File: src/rtl/ser_pkg.sv
package ser_pkg;

    // Lane order inside the serial pair bundles
    localparam int LANE_DATA = 0;
    localparam int LANE_CLK  = 1;
    localparam int NUM_LANES = 2;

    typedef enum logic {
        SRC_SER  = 1'b0,
        SRC_LINE = 1'b1
    } tx_src_e;

    function automatic tx_src_e pick_src(input logic line_sel);
        return line_sel ? SRC_LINE : SRC_SER;
    endfunction

endpackage

File: src/rtl/ser_bit_counter.sv
module ser_bit_counter #(
    parameter int WORD_W = 16
) (
    input  logic clk,
    input  logic rst_n,
    input  logic bit_tick,
    output logic load,
    output logic word_clk,
    output logic bit_pulse
);
    localparam int CNT_W = $clog2(WORD_W);
    localparam logic [CNT_W-1:0] LAST = CNT_W'(WORD_W - 1);
    localparam logic [CNT_W-1:0] HALF = CNT_W'(WORD_W / 2);

    typedef struct packed {
        logic [CNT_W-1:0] cnt;
        logic             pulse;
    } cnt_state_t;

    cnt_state_t st_d, st_q;

    always_comb begin
        st_d       = st_q;
        st_d.pulse = bit_tick;
        if (bit_tick) begin
            if (st_q.cnt == LAST) begin
                st_d.cnt = '0;
            end else begin
                st_d.cnt = st_q.cnt + 1'b1;
            end
        end
    end

    always_ff @(posedge clk or negedge rst_n) begin
        if (!rst_n) begin
            st_q <= '0;
        end else begin
            st_q <= st_d;
        end
    end

    assign load      = bit_tick && (st_q.cnt == LAST);
    assign word_clk  = (st_q.cnt < HALF);
    assign bit_pulse = st_q.pulse;

    AST_IDLE_WORDCLK_HOLD: assert property (@(posedge clk) disable iff (!rst_n)
        !bit_tick |=> $stable(word_clk));

    AST_WORDCLK_RISE_AT_LOAD: assert property (@(posedge clk) disable iff (!rst_n)
        $rose(word_clk) |-> $past(load));

endmodule

File: src/rtl/ser_shift_reg.sv
module ser_shift_reg #(
    parameter int WORD_W = 16
) (
    input  logic              clk,
    input  logic              rst_n,
    input  logic              bit_tick,
    input  logic              load,
    input  logic [WORD_W-1:0] word_in,
    output logic              ser_bit
);
    typedef struct packed {
        logic [WORD_W-1:0] shreg;
    } sh_state_t;

    sh_state_t st_d, st_q;

    always_comb begin
        st_d = st_q;
        if (load) begin
            st_d.shreg = word_in;
        end else if (bit_tick) begin
            st_d.shreg = {st_q.shreg[WORD_W-2:0], 1'b0};
        end
    end

    always_ff @(posedge clk or negedge rst_n) begin
        if (!rst_n) begin
            st_q <= '0;
        end else begin
            st_q <= st_d;
        end
    end

    assign ser_bit = st_q.shreg[WORD_W-1];

    AST_LOAD_MSB_FIRST: assert property (@(posedge clk) disable iff (!rst_n)
        load |=> (ser_bit == $past(word_in[WORD_W-1])));

    AST_IDLE_DATA_HOLD: assert property (@(posedge clk) disable iff (!rst_n)
        !bit_tick |=> $stable(ser_bit));

endmodule

File: src/rtl/ser_out_sel.sv
module ser_out_sel
    import ser_pkg::*;
(
    input  logic                 line_sel,
    input  logic                 diag_en,
    input  logic [NUM_LANES-1:0] ser_lane,
    input  logic [NUM_LANES-1:0] lb_lane,
    output logic [NUM_LANES-1:0] tx_lane,
    output logic [NUM_LANES-1:0] diag_lane
);
    tx_src_e src;

    assign src = pick_src(line_sel);

    for (genvar i = 0; i < NUM_LANES; i++) begin : g_lane
        assign tx_lane[i]   = (src == SRC_LINE) ? lb_lane[i] : ser_lane[i];
        assign diag_lane[i] = diag_en & ser_lane[i];
    end

endmodule

File: src/rtl/serializer_loopback_tx.sv
module serializer_loopback_tx
    import ser_pkg::*;
#(
    parameter int WORD_W = 16
) (
    input  logic              clk,
    input  logic              rst_n,
    input  logic              bit_tick,
    input  logic [WORD_W-1:0] word_in,
    input  logic              lb_data_in,
    input  logic              lb_clk_in,
    input  logic              line_lb_en,
    input  logic              diag_lb_en,
    output logic              tx_data,
    output logic              tx_clk,
    output logic              diag_data,
    output logic              diag_clk,
    output logic              word_clk
);
    logic                 load;
    logic                 bit_pulse;
    logic                 ser_bit;
    logic [NUM_LANES-1:0] ser_lane;
    logic [NUM_LANES-1:0] lb_lane;
    logic [NUM_LANES-1:0] tx_lane;
    logic [NUM_LANES-1:0] diag_lane;

    ser_bit_counter #(.WORD_W(WORD_W)) u_cnt (
        .clk      (clk),
        .rst_n    (rst_n),
        .bit_tick (bit_tick),
        .load     (load),
        .word_clk (word_clk),
        .bit_pulse(bit_pulse)
    );

    ser_shift_reg #(.WORD_W(WORD_W)) u_shift (
        .clk     (clk),
        .rst_n   (rst_n),
        .bit_tick(bit_tick),
        .load    (load),
        .word_in (word_in),
        .ser_bit (ser_bit)
    );

    assign ser_lane[LANE_DATA] = ser_bit;
    assign ser_lane[LANE_CLK]  = bit_pulse;
    assign lb_lane[LANE_DATA]  = lb_data_in;
    assign lb_lane[LANE_CLK]   = lb_clk_in;

    ser_out_sel u_sel (
        .line_sel (line_lb_en),
        .diag_en  (diag_lb_en),
        .ser_lane (ser_lane),
        .lb_lane  (lb_lane),
        .tx_lane  (tx_lane),
        .diag_lane(diag_lane)
    );

    assign tx_data   = tx_lane[LANE_DATA];
    assign tx_clk    = tx_lane[LANE_CLK];
    assign diag_data = diag_lane[LANE_DATA];
    assign diag_clk  = diag_lane[LANE_CLK];

    AST_TX_CLK_FROM_SLOT: assert property (@(posedge clk) disable iff (!rst_n)
        (!line_lb_en && tx_clk) |-> $past(bit_tick));

    AST_DIAG_CLK_FROM_SLOT: assert property (@(posedge clk) disable iff (!rst_n)
        diag_clk |-> $past(bit_tick));

endmodule

File: config.mk
export PLATFORM = sky130hd
export DESIGN_NAME = serializer_loopback_tx
export DESIGN_NICKNAME = d
export VERILOG_FILES = /design/src/rtl/ser_pkg.sv /design/src/rtl/ser_bit_counter.sv /design/src/rtl/ser_shift_reg.sv /design/src/rtl/ser_out_sel.sv /design/src/rtl/serializer_loopback_tx.sv
export SDC_FILE = /design/constraint.sdc
export NUM_CORES = 1
export LEC_CHECK = 0
export BUFFER_PORTS_ARGS = -buffer_cell sky130_fd_sc_hd__buf_2
export CORE_MARGIN = 4
export CORE_UTILIZATION = 49
export CTS_CLUSTER_SIZE = 40
export DETAILED_ROUTE_END_ITERATION = 12
export HOLD_SLACK_MARGIN = 0.05
export MAX_ROUTING_LAYER = met4
export PLACE_DENSITY_LB_ADDON = 0.1
export SYNTH_ARGS = -nofsm -noshare
export SYNTH_HDL_FRONTEND = slang
export SYNTH_SLANG_ARGS = --single-unit
File: constraint.sdc
create_clock -name clk -period 1.6 [get_ports clk]
set_input_delay 0.08 -clock clk [delete_from_list [all_inputs] [get_ports clk]]
set_output_delay 0.08 -clock clk [all_outputs]
set_load 0.005 [all_outputs]
==> results.md <==
- Status: complete, no violations
- Post-Route WL: 1990 um
- Post-synth top area cell: dfrtp_1
- Fin. Hold Viols: 0
- P_int: 1100 uW
- Critical path class: flop to flop
- Top-area cell type share of the netlist area: 54.3%
- Gate Count Post-Synth: 75
- Vias in the first global route: 710
- FF+latch count, synth: 21
- RSZ-0062 raised after global routing: no
- P_sw: 464 uW
- Initial DRC count: 7
- DP HPWL: 1330 um
- Final ANT Viol Nets: 0
- Initial antenna violation count: 0
- CTS tree: yes
- Die area: 2750 um2
- Largest net degree at the start of global routing: 22
- RePlAce Congestion: 0.674
- Synthesis-to-finish area growth: 35.3%
- IO Count: 28
- Clock sink total: 21
- Post-CTS Setup Bufs: 0
- Max-slew headroom: 68.9%
- Mapped cell area: 967 um2
- Grt total ovfl: 0
- Syn Area/Cell: 12.9 um2
- PortBufs: 27
- Final slew viol count: 0
- Filler cells: 140
- Clock root buffer master: clkbuf_4
- Sequential area share after synthesis: 54.3%
- Die width: 52.4 um
- Final Cell Area: 1310 um2
- Multi-input logic area: 404 um2
- Maximum clock insertion buffer count: 2
- Sw frac: 29.6%
- YS warnings: 0
- Gate power share: 29.9%
- Flop pwr share: 54.1%
- Initial Utilization: 53.7%
- Min Tclk post-route: 1470 ps
- Clock Pin Slew Worst Setup and Hold Paths: 120 ps
- GRT Total Usage: 16.0%
- Die height: 52.4 um
- Peak supply drop: 0.816 mV
- TritonCTS Buffers: 3
- Max cap viols: 0
- Leakage power: 0.000624 uW
- CP startpoint kind: flop
- Yosys cell types: 19
- Hold crit path type: input port to flop
- Post-DR wirelength/cell: 13.7 um
- Ant diodes: 0
- Final core utilization: 72.6%
- Critical Path AT: 1660 ps
- CTS H-tree lvls: 1
- Fraction of layout cells with a size suffix above 1: 36.7%
- Final setup violation count: 0
- Core area: 1800 um2
- DRT Pass-1 Iters: 4
- Fmax: 0.681 GHz
- Hold slack final: 95.5 ps
- # nets final: 145
- DR DRC count: 0
- CP Max Fanout: 16
- Vias per Instance: 5.23
- Crit-path cells: ha_1 > a31oi_4 > a221o_2
- CP required: 1790 ps
- Crit end category: flop
- Synthesized net count: 99
- Rows: 15
- Synth top area cells: dfrtp_1 (54%), nor2b_1 (9.7%), a221o_1 (9.3%)
- TNS Setup: 0 ps
- Clock latency on the worst-skew pair: 300 ps
- Clock power frac: 16.0%
- Storage element area: 526 um2
- Clk_skew: 5.98 ps
- Final worst path period share: 91.8%
- Slowest CP cell: a221o_2
- Slew @ Worst Pin: 466 ps
- First-pass GRT wire length: 3180 um
- DP Area: 1110 um2
- Vias: 759
- Critical Path Max Stage Delay: 440 ps
- PwrDens: 1200 nW/um2
[cell usage after synthesis]
library cell	number
a21oi_1	1
a221o_1	9
a221o_2	6
a22o_1	1
a31oi_4	1
and2_1	2
buf_2	1
buf_4	1
buf_6	2
dfrtp_1	21
ha_1	1
inv_1	2
mux2_2	4
nand2_1	3
nand4_1	1
nor2_2	1
nor2b_1	15
o21ai_0	2
xnor2_1	1
[cell families after synthesis]
| logic type | share of synthesized area (%) |
|---|---|
| AOI/OAI and AO/OA | 21.0 |
| xor gates and xnor gates | 0.906 |
| adders and majority gates | 1.29 |
| buffers and inverters | 4.40 |
| DFF | 54.3 |
| muxes | 4.66 |
| and+or+nand+nor | 13.5 |
[cell usage in the layout (no fill, tap or decap), types with 2 or more instances in the layout]
cell / n
buf_2: 27
dfrtp_1: 21
dlygate4sd3_1: 17
nor2b_1: 15
a221o_1: 9
a221o_2: 6
mux2_2: 4
nand2_1: 3
clkbuf_4: 3
inv_1: 2
and2_1: 2
o21ai_0: 2
[final cells by class]
type                            instances  share of cell area [%]
Multi-Input combinational cell         48                    30.9
Clock buffer                            3                    1.72
Sequential cell                        21                    40.2
Tap cell                               25                    2.39
Clock inverter                          1                   0.382
Inverter                                2                   0.574
Timing Repair Buffer                   45                    23.9
[power groups by stage]
stage,combinational [uW],clock [uW],sequential (uW)
2_1_floorplan,341,0,818
3_3_place_gp,419,0,854
3_5_place_dp,430,0,855
4_1_cts,471,255,848
5_1_grt,522,281,876
6_report,468,250,848
[routing by layer]
layer  vias to the layer above  track usage, %  part of all wire, %
met5                         -               -                    0
met3                         2            4.56                  6.6
li1                        372               -                    -
met1                       367            20.3                   43
met2                        18            25.8                   50
met4                         0            2.55                 0.30
[through the flow]
step | cells | setup WS [ps] | power (uW)
after CTS | 145 | 131 | 1570
after global routing | 145 | 67.0 | 1680
final | 145 | 132 | 1570
after global placement | 124 | 34.7 | 1270
after floorplan | 75 | 255 | 1160
after detailed placement | 124 | 9.70 | 1290
[path summary, 6_finish.rpt]
check                           depth (start not counted)            start  slack [ps]                to
max in group asynchronous                               2            rst_n        1040     u_cnt.st_q[4]
worst min register to register                          1  u_shift.st_q[2]         520   u_shift.st_q[3]
min in group asynchronous                               2            rst_n         240  u_shift.st_q[15]
worst min-delay path                                    3         bit_tick         100     u_cnt.st_q[3]
worst max register to register                          3    u_cnt.st_q[1]         130   u_shift.st_q[1]
worst max-delay path                                    3    u_cnt.st_q[1]         130   u_shift.st_q[1]
[flip-flops by register name, summed over array words and instances, names as in the netlist]
signal and flops:
u_cnt.st_q 4, u_shift.st_q 16, u_cnt.bit_pulse 1
[worst max-delay path: cells and delay by family (launching register included)]
kind                       cells  cell delay [ps]
DFF                            1              420
adders and majority gates      1              270
AOI/OAI and AO/OA              2              660
[what timing repair did]
action	in CTS	in global routing
endpoints found under the hold margin	37	0
endpoints found under the setup margin	5	0
gates resized for setup	1	0
hold buffers	17	0
Note: power is estimated with default switching activity, not from simulation.
